--- config.mk ---
export PLATFORM = sky130hd
export DESIGN_NAME = spi_engine
export DESIGN_NICKNAME = d
export VERILOG_FILES = /design/src/rtl/spi_eng_pkg.sv /design/src/rtl/spi_eng_sync.sv /design/src/rtl/spi_eng_txreg.sv /design/src/rtl/spi_eng_sckgen.sv /design/src/rtl/spi_engine.sv
export SDC_FILE = /design/constraint.sdc
export NUM_CORES = 1
export LEC_CHECK = 0
export ABC_AREA = 1
export BUFFER_PORTS_ARGS = -buffer_cell sky130_fd_sc_hd__clkbuf_2
export CAP_MARGIN = 20
export CORE_MARGIN = 2
export CORE_UTILIZATION = 35
export DETAILED_ROUTE_END_ITERATION = 16
export PLACE_DENSITY = 0.53
export SETUP_SLACK_MARGIN = 0.3
export SYNTH_ARGS = -nofsm -noshare
export SYNTH_HDL_FRONTEND = slang
export SYNTH_HIERARCHICAL = 1
export SYNTH_SLANG_ARGS = --single-unit
--- constraint.sdc ---
create_clock -name clk -period 2.4 [get_ports clk]
set_clock_uncertainty 0.1 [all_clocks]
set_input_delay 0.12 -clock clk [delete_from_list [all_inputs] [get_ports clk]]
set_output_delay 0.12 -clock clk [all_outputs]
set_load 0.05 [all_outputs]
--- src/rtl/spi_eng_pkg.sv ---
// Package: shared role encoding for the SPI shift engine.
// Assumes the two-bit mode input is decoded only through this type.
package spi_eng_pkg;
    typedef enum logic [1:0] {
        ROLE_OFF_A  = 2'b00,
        ROLE_OFF_B  = 2'b01,
        ROLE_SLAVE  = 2'b10,
        ROLE_MASTER = 2'b11
    } spi_role_e;
endpackage

--- src/rtl/spi_eng_sync.sv ---
// Module: multi-stage synchronizer for a group of pin inputs.
// Assumes each bit is independent; RST_VAL gives the idle level per bit.
module spi_eng_sync #(
    parameter int N      = 3,
    parameter int STAGES = 2,
    parameter logic [N-1:0] RST_VAL = '0
) (
    input  logic         clk,
    input  logic         rst_n,
    input  logic [N-1:0] din,
    output logic [N-1:0] dout
);
    logic [N-1:0] stg [STAGES];

    for (genvar g = 0; g < STAGES; g++) begin : g_stage
        if (g == 0) begin : g_first
            // First stage captures the raw pins
            always_ff @(posedge clk) begin
                if (!rst_n) stg[g] <= RST_VAL;
                else        stg[g] <= din;
            end
        end else begin : g_next
            // Later stages settle metastability
            always_ff @(posedge clk) begin
                if (!rst_n) stg[g] <= RST_VAL;
                else        stg[g] <= stg[g-1];
            end
        end
    end

    assign dout = stg[STAGES-1];
endmodule

--- src/rtl/spi_eng_txreg.sv ---
// Module: transmit holding register with empty-flag latency and settle counter.
// Assumes load is asserted only while full is high; a write wins over a load.
module spi_eng_txreg #(
    parameter int W           = 8,
    parameter int DRE_LAT     = 3,
    parameter int READY_EDGES = 3
) (
    input  logic         clk,
    input  logic         rst_n,
    input  logic         wr_valid,
    input  logic [W-1:0] wr_data,
    input  logic         load,
    input  logic         edge_tick,
    output logic [W-1:0] tdr_q,
    output logic         full,
    output logic         ready,
    output logic         dre
);
    localparam int CW = $clog2(READY_EDGES + 1);
    localparam logic [CW-1:0] CNT_MAX = CW'(READY_EDGES);

    logic [CW-1:0]      settle_cnt;
    logic [DRE_LAT-1:0] dre_pipe;

    // Holding register and its occupancy
    always_ff @(posedge clk) begin
        if (!rst_n) begin
            tdr_q <= '0;
            full  <= 1'b0;
        end else if (wr_valid) begin
            tdr_q <= wr_data;
            full  <= 1'b1;
        end else if (load) begin
            full  <= 1'b0;
        end
    end

    // Counts SCK rising edges since the last write, saturating
    always_ff @(posedge clk) begin
        if (!rst_n)                                     settle_cnt <= '0;
        else if (wr_valid)                              settle_cnt <= '0;
        else if (edge_tick && full && settle_cnt != CNT_MAX) settle_cnt <= settle_cnt + 1'b1;
    end

    if (DRE_LAT == 1) begin : g_lat1
        // Single-stage delay of the load event
        always_ff @(posedge clk) begin
            if (!rst_n) dre_pipe <= '0;
            else        dre_pipe <= load;
        end
    end else begin : g_latn
        // Multi-stage delay of the load event
        always_ff @(posedge clk) begin
            if (!rst_n) dre_pipe <= '0;
            else        dre_pipe <= {dre_pipe[DRE_LAT-2:0], load};
        end
    end

    // Empty flag: cleared by a write, set after the delayed load event
    always_ff @(posedge clk) begin
        if (!rst_n)                               dre <= 1'b1;
        else if (wr_valid)                        dre <= 1'b0;
        else if (dre_pipe[DRE_LAT-1] && !full)    dre <= 1'b1;
    end

    assign ready = full && (settle_cnt == CNT_MAX);
endmodule

--- src/rtl/spi_eng_sckgen.sv ---
// Module: master SCK edge timer; emits one tick per SCK half period.
// Assumes div is held constant while run is high.
module spi_eng_sckgen #(
    parameter int DIVW = 8
) (
    input  logic            clk,
    input  logic            rst_n,
    input  logic            run,
    input  logic [DIVW-1:0] div,
    output logic            tick
);
    logic [DIVW-1:0] cnt;

    // Half-period counter, held at zero while idle
    always_ff @(posedge clk) begin
        if (!rst_n)            cnt <= '0;
        else if (!run)         cnt <= '0;
        else if (cnt == div)   cnt <= '0;
        else                   cnt <= cnt + 1'b1;
    end

    assign tick = run && (cnt == div);
endmodule

--- src/rtl/spi_engine.sv ---
// Module: full-duplex SPI shift engine, master or slave, SPI mode 0, MSB first.
// Assumes the select in master role is driven elsewhere, slave pins are
// asynchronous (synchronized here), and clk_div changes only while idle.
module spi_engine
    import spi_eng_pkg::*;
#(
    parameter int W           = 8,
    parameter int DIVW        = 8,
    parameter int DRE_LAT     = 3,
    parameter int READY_EDGES = 3,
    parameter int SYNC_STAGES = 2
) (
    input  logic            clk,
    input  logic            rst_n,
    input  logic [1:0]      mode,
    input  logic            rx_en,
    input  logic [DIVW-1:0] clk_div,
    input  logic            wr_valid,
    input  logic [W-1:0]    wr_data,
    input  logic [1:0]      flag_clr,
    output logic            flag_dre,
    output logic            flag_rxc,
    output logic            flag_txc,
    output logic            rx_push,
    output logic [W-1:0]    rx_char,
    output logic            sck_o,
    input  logic            sck_i,
    input  logic            ss_n_i,
    input  logic            sdi,
    output logic            sdo,
    output logic            sdo_oe
);
    localparam int BW = $clog2(W);
    localparam logic [BW-1:0] LAST_BIT = BW'(W - 1);

    spi_role_e role;
    logic      is_mst, is_slv;
    logic      sck_s, ss_s, sdi_s, sck_p, ss_p;
    logic      busy, sck_q, skip;
    logic [BW-1:0] bit_idx;
    logic [W-1:0]  tx_sh, last_rx, tdr_q, rx_word;
    logic [W-2:0]  rx_sh;
    logic      tdr_full, tdr_ready, m_tick;
    logic      m_rise, m_fall, s_rise, s_fall, ss_fall, ss_rise;
    logic      any_rise, last_bit, bit_in, m_start, m_next, tdr_take;

    assign role   = spi_role_e'(mode);
    assign is_mst = (role == ROLE_MASTER);
    assign is_slv = (role == ROLE_SLAVE);

    spi_eng_sync #(.N(3), .STAGES(SYNC_STAGES), .RST_VAL(3'b010)) u_sync (
        .clk  (clk),
        .rst_n(rst_n),
        .din  ({sck_i, ss_n_i, sdi}),
        .dout ({sck_s, ss_s, sdi_s})
    );

    spi_eng_sckgen #(.DIVW(DIVW)) u_sckgen (
        .clk  (clk),
        .rst_n(rst_n),
        .run  (is_mst && busy),
        .div  (clk_div),
        .tick (m_tick)
    );

    spi_eng_txreg #(.W(W), .DRE_LAT(DRE_LAT), .READY_EDGES(READY_EDGES)) u_txreg (
        .clk      (clk),
        .rst_n    (rst_n),
        .wr_valid (wr_valid),
        .wr_data  (wr_data),
        .load     (tdr_take),
        .edge_tick(s_rise),
        .tdr_q    (tdr_q),
        .full     (tdr_full),
        .ready    (tdr_ready),
        .dre      (flag_dre)
    );

    // Edge decode for both roles
    always_comb begin
        m_rise   = m_tick && !sck_q;
        m_fall   = m_tick && sck_q;
        s_rise   = is_slv && !ss_s && sck_s && !sck_p;
        s_fall   = is_slv && !ss_s && !sck_s && sck_p;
        ss_fall  = is_slv && !ss_s && ss_p;
        ss_rise  = is_slv && ss_s && !ss_p;
        any_rise = m_rise || s_rise;
        last_bit = (bit_idx == LAST_BIT);
        bit_in   = is_mst ? sdi : sdi_s;
        rx_word  = {rx_sh, bit_in};
        m_start  = is_mst && !busy && tdr_full;
        m_next   = m_fall && last_bit;
        tdr_take = m_start || (m_next && tdr_full)
                 || ((ss_fall || (s_rise && last_bit)) && tdr_ready);
    end

    // Pin edge history for slave edge detection
    always_ff @(posedge clk) begin
        if (!rst_n) begin
            sck_p <= 1'b0;
            ss_p  <= 1'b1;
        end else begin
            sck_p <= sck_s;
            ss_p  <= ss_s;
        end
    end

    // Transmit shifter, bit counter and master SCK level
    always_ff @(posedge clk) begin
        if (!rst_n) begin
            busy    <= 1'b0;
            sck_q   <= 1'b0;
            skip    <= 1'b0;
            bit_idx <= '0;
            tx_sh   <= '0;
        end else if (is_mst) begin
            if (m_start) begin
                busy    <= 1'b1;
                tx_sh   <= tdr_q;
                bit_idx <= '0;
            end else if (m_rise) begin
                sck_q <= 1'b1;
            end else if (m_fall) begin
                sck_q <= 1'b0;
                if (last_bit) begin
                    bit_idx <= '0;
                    if (tdr_full) tx_sh <= tdr_q;
                    else          busy  <= 1'b0;
                end else begin
                    bit_idx <= bit_idx + 1'b1;
                    tx_sh   <= {tx_sh[W-2:0], 1'b0};
                end
            end
        end else if (is_slv) begin
            if (ss_fall) begin
                tx_sh   <= tdr_ready ? tdr_q : last_rx;
                bit_idx <= '0;
                skip    <= 1'b0;
            end else if (s_rise) begin
                if (last_bit) begin
                    tx_sh   <= tdr_ready ? tdr_q : rx_word;
                    bit_idx <= '0;
                    skip    <= 1'b1;
                end else begin
                    bit_idx <= bit_idx + 1'b1;
                end
            end else if (s_fall) begin
                if (skip) skip  <= 1'b0;
                else      tx_sh <= {tx_sh[W-2:0], 1'b0};
            end
        end
    end

    // Receive shifter and hand-off to the receive buffer
    always_ff @(posedge clk) begin
        if (!rst_n) begin
            rx_sh   <= '0;
            rx_char <= '0;
            rx_push <= 1'b0;
            last_rx <= '0;
        end else begin
            rx_push <= 1'b0;
            if (any_rise) begin
                rx_sh <= rx_word[W-2:0];
                if (last_bit) begin
                    if (rx_en) begin
                        rx_push <= 1'b1;
                        rx_char <= rx_word;
                    end
                    if (s_rise) last_rx <= rx_word;
                end
            end
        end
    end

    // Completion flags; a set in the same cycle wins over a clear
    always_ff @(posedge clk) begin
        if (!rst_n) begin
            flag_rxc <= 1'b0;
            flag_txc <= 1'b0;
        end else begin
            if (any_rise && last_bit && rx_en) flag_rxc <= 1'b1;
            else if (flag_clr[0])              flag_rxc <= 1'b0;
            if ((m_next && !tdr_full) || ss_rise) flag_txc <= 1'b1;
            else if (flag_clr[1])                 flag_txc <= 1'b0;
        end
    end

    assign sck_o  = is_mst && sck_q;
    assign sdo    = tx_sh[W-1];
    assign sdo_oe = is_mst || (is_slv && !ss_s);
endmodule

==> reports/qor.yml, run 1 <==
status: "finished clean"
grt_use_met2: 0.264
max_stage_delay_ns: 0.34
antenna_left: 0
dp_cells: 687
hold_violations: 0
cap_violations: 0
cts.htree.levels: 3
dr.pass1.iters: 4
avgSynthCellArea_sq_um: 6.77
final_common_cell: "nand2_1"
grt_max_degree: 53
clockBufferDepth: 2
first_global_vias: 2981
crit_top_cell: "nand2_1"
busiest_layer: "met2"
fp.dieW_um: 104
numCtsBuffers: 9
clk_pin_slew_worst_paths_ns: 0.07
nets: 611
gp_congestion: 0.851
timing.rr.start: "u_sckgen/cnt[6]"
place_ws_ns: 0.263
die_h_um: 104
portBuffers: 41
tightest_slew_ns: 0.497
drv_slew: 0
antenna_found_initial: 0
whs_ns: 0.0733
final_cells: 717
stdcell_area_sq_um: 4280
required_ns: 2.59
synth_cell_type_count: 36
syn_nets: 548
startpoint: "u_sckgen/cnt[6]"
met3_usage: 0.0401
path_cells: "xnor2_1 > nand2_1 > nor2_2 > nand2_2 > nor2_4 > nand2_4 > nand3_2 > nand2_2 > nor2_4 > nand3_4 > nand2_1 > nand2_1 > nor2_1"
crit_buf_inv: 0
layout_min_cycle_time_ns: 1.95
critPathArrivalTime_ns: 2.14
place_area_sq_um: 3870
final_cell_mix: "nand2_1 (123), inv_1 (70), nor2_1 (70)"
coreArea_sq_um: 9730
grt_pass1_wl_mm: 14.0
power_mw: 2.34
post-route-util: 0.440
netlist_area_sq_um: 3500
grt_overflow: 0
via_per_inst: 4.55
p_leak_nw: 2.02
rsz0062_at_grt: "no"
num_io_pins: 42
drive_gt1_frac: 0.204
area_growth_pct: 22.2
fmax_mhz: 513
synth-seq-cells: 71
clock-sinks: 71
clk_latency_ns: 0.34
cts_tree: "yes"
ys_seq_area_frac: 0.406
max_slew_margin: 0.668
start_kind: "flop"
layout_setup_ws_ns: 0.449
crit_family: "simple AND/OR/NAND/NOR gates"
setup_viol: 0
r2r_slack_ns: 0.45
grt_use_total: 0.161
drt_wl_total_mm: 8.29
critPathMaxFanout: 8
antenna_cells: 0
cp-end-kind: "flop"
final.setup.tns_ns: 0
ff2ff_path_depth: 13
ir_drop_uv: 262
slowest_stage: "dfxtp_2"
via_count: 3264
drt_iter0_drc: 131
crit_end: "tx_sh[3]"
powerDensity_nw_per_um2: 548
num_rows: 36
yosysWarnings: 6
die_area_sq_um: 10800
critical_path_depth: 13
hold_class: "in -> reg"
timing.rr.end: "tx_sh[3]"
initial_core_util: 0.360
dp_hpwl_mm: 5.90
fin_crit_sh: 0.813
synth_cells: 517
drc: 0
critical_path_class: "reg -> reg"
wire_per_inst_um: 11.6
met1_usage: 0.206
cts-root-buf: "clkbuf_8"
## per-layer routing
metal | vias up | part of all wire
met3 | 5 | 0.031
met2 | 43 | 0.47
met5 | - | 0
met4 | 0 | 0.011
li1 | 1743 | -
met1 | 1473 | 0.49
## state kept, by name, indices dropped and copies added (netlist names)
register	count
sck_q	1
u_txreg/full	1
bit_idx	3
flag_txc	1
ss_p	1
u_txreg/dre	1
u_txreg/settle_cnt	2
rx_push	1
u_sync/stg	6
u_txreg/tdr_q	8
u_txreg/dre_pipe	3
busy	1
last_rx	8
u_sckgen/cnt	8
flag_rxc	1
skip	1
rx_char	8
tx_sh	8
sck_p	1
rx_sh	7
## where the power goes
part | switching (mW) | internal, mW | total, mW
combinational | 0.147 | 0.0966 | 0.244
clock | 0.440 | 0.425 | 0.865
sequential | 0.0260 | 1.21 | 1.24
total | 0.613 | 1.73 | 2.34
## cell usage after synthesis (all sizes together)
cell type  instances  share of area
nand2            132           0.15
nor2              88           0.11
inv               77          0.083
dfxtp             71           0.41
o21ai             55          0.080
nand3             32          0.055
a21oi             22          0.031
buf               10          0.018
xnor2              5          0.013
clkbuf             4         0.0043
ha                 4          0.014
nand4              3         0.0054
a21boi             2         0.0043
nor3               2         0.0043
o211ai             2         0.0043
o31ai              2         0.0043
xor2               2         0.0050
a31oi              1         0.0018
clkinv             1         0.0011
o22ai              1         0.0018
o311ai             1         0.0025
## worst register-to-register path, stage by stage (launching register included)
cell and delay [ns]:
dfxtp_2 0.34, xnor2_1 0.15, nand2_1 0.08, nor2_2 0.15
nand2_2 0.10, nor2_4 0.16, nand2_4 0.08, nand3_2 0.08
nand2_2 0.08, nor2_4 0.16, nand3_4 0.15, nand2_1 0.11
nand2_1 0.05, nor2_1 0.11
## logic make-up after synthesis
| family | count (synthesis) | synth area share |
|---|---|---|
| adders and majority gates | 4 | 0.0143 |
| DFF | 71 | 0.406 |
| and+or+nand+nor | 257 | 0.325 |
| xor gates and xnor gates | 7 | 0.0175 |
| buffers and inverters | 92 | 0.107 |
| AOI/OAI and AO/OA | 86 | 0.130 |
## cell type report
class	count	area [sq um]
inverters	78	300
fillers	1050	5450
clock buffers	12	155
flip-flops and latches	71	1430
well taps	133	166
repair buffers	65	415
clock inverters	3	18.8
multi-input cells	355	1790
## worst min-delay path by stage
stage / depth (start not counted) / to / slack [ns] / from
floorplan: 1 / u_sync/stg[0][1] / 0.09 / rst_n
global placement: 3 / u_sync/stg[0][1] / 0.20 / ss_n_i
detailed placement: 3 / u_sync/stg[0][1] / 0.20 / ss_n_i
CTS: 4 / rx_char[0] / 0.07 / rx_en
global route: 4 / rx_char[0] / 0.08 / rx_en
finish: 4 / flag_txc / 0.07 / flag_clr[1]
## what timing repair did
item | in CTS | in global routing
hold buffers | 12 | 0
cloned | 1 | 0
buffers inserted | 0 | 2
endpoints found under the hold margin | 12 | 0
gates resized for setup | 6 | 22
endpoints found under the setup margin | 11 | 24
pin swaps | 2 | 8
(Power assumes the default switching activity.)
==> run 2, diff against run 1 <==
--- a/config.mk
+++ b/config.mk
@@ -11,7 +11,7 @@
 export CORE_MARGIN = 2
 export CORE_UTILIZATION = 35
 export DETAILED_ROUTE_END_ITERATION = 16
-export PLACE_DENSITY = 0.53
+export PLACE_DENSITY = 0.54
 export SETUP_SLACK_MARGIN = 0.3
 export SYNTH_ARGS = -nofsm -noshare
 export SYNTH_HDL_FRONTEND = slang
==> constraint.sdc (replaced) <==
create_clock -name clk -period 1.7 [get_ports clk]
set_clock_uncertainty 0.1 [all_clocks]
set_input_delay 0.085 -clock clk [delete_from_list [all_inputs] [get_ports clk]]
set_output_delay 0.085 -clock clk [all_outputs]
set_load 0.05 [all_outputs]
==> run 2 against run 1 <==
The run now ends with setup timing left. Largest power group unchanged. Via count is 5.4% higher. Register-to-register slack worse by 0.56 ns. Highest routed layer unchanged. Sequential cell count stayed put. Critical endpoint is now u_txreg/full. Largest cell class unchanged. Count of clock-buffer cells in the layout is 2 lower.
==> reports/qor.yml, run 2 (synthesized netlist as in run 1, its figures left out) <==
tightest_slew_ns: 0.376  # -0.121 ns
setup_viol: 17  # +17
power.switching_uw: 948  # +55%
num_io_pins: 42  # unchanged
final_common_cell: "nand2_1"
p_int_mw: 2.45  # +42%
via_count: 3440  # +5.4%
switching_share: 0.279  # +0.0174
grt_use_total: 0.174  # +0.0131
clockBufferDepth: 2  # unchanged
dp_cells: 715  # +4.1%
drive_gt1_frac: 0.324  # +0.120
wire_per_inst_um: 11.9  # +3.2%
grt_overflow: 0  # unchanged
fin_crit_sh: 1.06  # +0.250
cts.htree.levels: 3  # unchanged
antenna_cells: 0  # unchanged
drt_wl_total_mm: 9.07  # +9.4%
critPathMaxFanout: 3  # -5
cap_violations: 0  # unchanged
die_area_sq_um: 10800  # unchanged
cts_tree: "yes"
cts-root-buf: "clkbuf_8"
clock_power_share: 0.371  # +0.002
combPwrFrac: 0.117  # +0.013
stdcell_area_sq_um: 4860  # +14%
grt_pass1_wl_mm: 15.3  # +8.9%
start_kind: "flop"
nets: 653  # +6.9%
layout_min_cycle_time_ns: 1.81  # -0.144 ns
die_h_um: 104  # unchanged
portBuffers: 41  # unchanged
max_slew_margin: 0.749  # +0.0810
num_rows: 36  # unchanged
gp_congestion: 0.823  # -3.3%
antenna_left: 0  # unchanged
layout_setup_ws_ns: -0.107  # -0.556 ns
place_area_sq_um: 4170  # +8.0%
critPathArrivalTime_ns: 1.95  # -0.19 ns
via_per_inst: 4.53  # -0.57%
drv_slew: 0  # unchanged
dp_hpwl_mm: 6.31  # +6.9%
drt_iter0_drc: 101  # -23%
fmax_mhz: 553  # +7.9%
powerDensity_nw_per_um2: 700  # +28%
violations: "setup timing"
first_global_vias: 3329  # +12%
hold_violations: 0  # unchanged
clk_latency_ns: 0.35  # about the same
power_frac_seq: 0.513  # -0.014
power_mw: 3.40  # +45%
post-route-util: 0.499  # +0.0595
antenna_found_initial: 0  # unchanged
fp.dieW_um: 104  # unchanged
grt_max_degree: 19  # -64%
hold_class: "in -> reg"
final_cell_mix: "nand2_1 (118), nor2_1 (64), inv_1 (63)"
p_leak_nw: 2.28  # +12%
clock-sinks: 71  # unchanged
status: "finished with violations"
cp-end-kind: "flop"
required_ns: 1.84  # -0.75 ns
ir_drop_uv: 387  # +48%
initial_core_util: 0.360  # unchanged
rsz0062_at_grt: "yes"
fillCellCount: 1019  # -3.0%
drc: 0  # unchanged
area_growth_pct: 38.8
coreArea_sq_um: 9730  # unchanged
clk_pin_slew_worst_paths_ns: 0.08  # about the same
numCtsBuffers: 9  # unchanged
dr.pass1.iters: 5  # +1
critical_path_class: "reg -> reg"
final_cells: 760  # +6.0%
==> run 2: layout make-up <==
cell class | count | area (sq um) | share of cell area
clock buffer | 10 | 138 | 0.0283
sequential | 71 | 1430 | 0.295
multi-input combinational | 355 | 1940 | 0.399
timing repair buffer | 105 | 806 | 0.166
tap | 133 | 166 | 0.0343
clock inverter | 6 | 45.0 | 0.00928
timing repair inverter | 2 | 11.3 | 0.00232
inverter | 78 | 319 | 0.0657
==> run 2: metal layers <==
| layer | global-route usage | part of all wire | wire, um |
|---|---|---|---|
| met3 | 0.0332 | 0.030 | 269 |
| met1 | 0.221 | 0.48 | 4370 |
| met4 | 0.0695 | 0.019 | 170 |
| met5 | 0 | 0 | 0 |
| met2 | 0.291 | 0.47 | 4260 |
==> run 2: per-stage QoR <==
step | setup WS, ns | hold slack (ns) | setup TNS (ns)
finish | -0.107 | 0.0514 | -0.966
CTS | -0.139 | 0.0503 | -1.19
global placement | -0.194 | 0.160 | -1.72
floorplan | -0.0774 | 0.0537 | -0.676
global route | -0.229 | 0.0864 | -4.42
detailed placement | -0.216 | 0.159 | -2.11
==> run 2: what timing repair did <==
action | in CTS | in global routing
hold buffers | 13 | 0
gates cloned | 3 | 1
pin swaps | 33 | 15
hold endpoints to repair | 13 | 0
setup buffers | 6 | 6
resized for setup | 37 | 35
endpoints found under the setup margin | 45 | 47
==> run 2: worst max-delay path, cell delays in order (launching register included) <==
cell and delay, ns:
dfxtp_1 0.39, inv_1 0.09, nor2_2 0.17, inv_1 0.09
nor2_4 0.12, nand2_2 0.08, buf_4 0.14, buf_6 0.12
o311ai_4 0.22, inv_1 0.07, nand2_1 0.06, a21oi_1 0.05
==> run 2: worst paths after layout <==
path | start | end | slack (ns) | cells past startpoint
min reg2reg | u_txreg/dre_pipe[1] | u_txreg/dre_pipe[2] | 0.32 | 2
max | busy | u_txreg/full | -0.11 | 11
min | rst_n | u_txreg/dre | 0.05 | 2
max reg2reg | busy | u_txreg/full | -0.11 | 11
==> run 2: power by group through the flow <==
stage / clock [mW] / sequential [mW] / combinational (mW)
6_report: 1.26 / 1.74 / 0.396
5_1_grt: 1.37 / 1.75 / 0.448
4_1_cts: 1.30 / 1.74 / 0.388
3_5_place_dp: 0 / 1.78 / 0.340
3_3_place_gp: 0 / 1.78 / 0.336
2_1_floorplan: 0 / 1.78 / 0.210
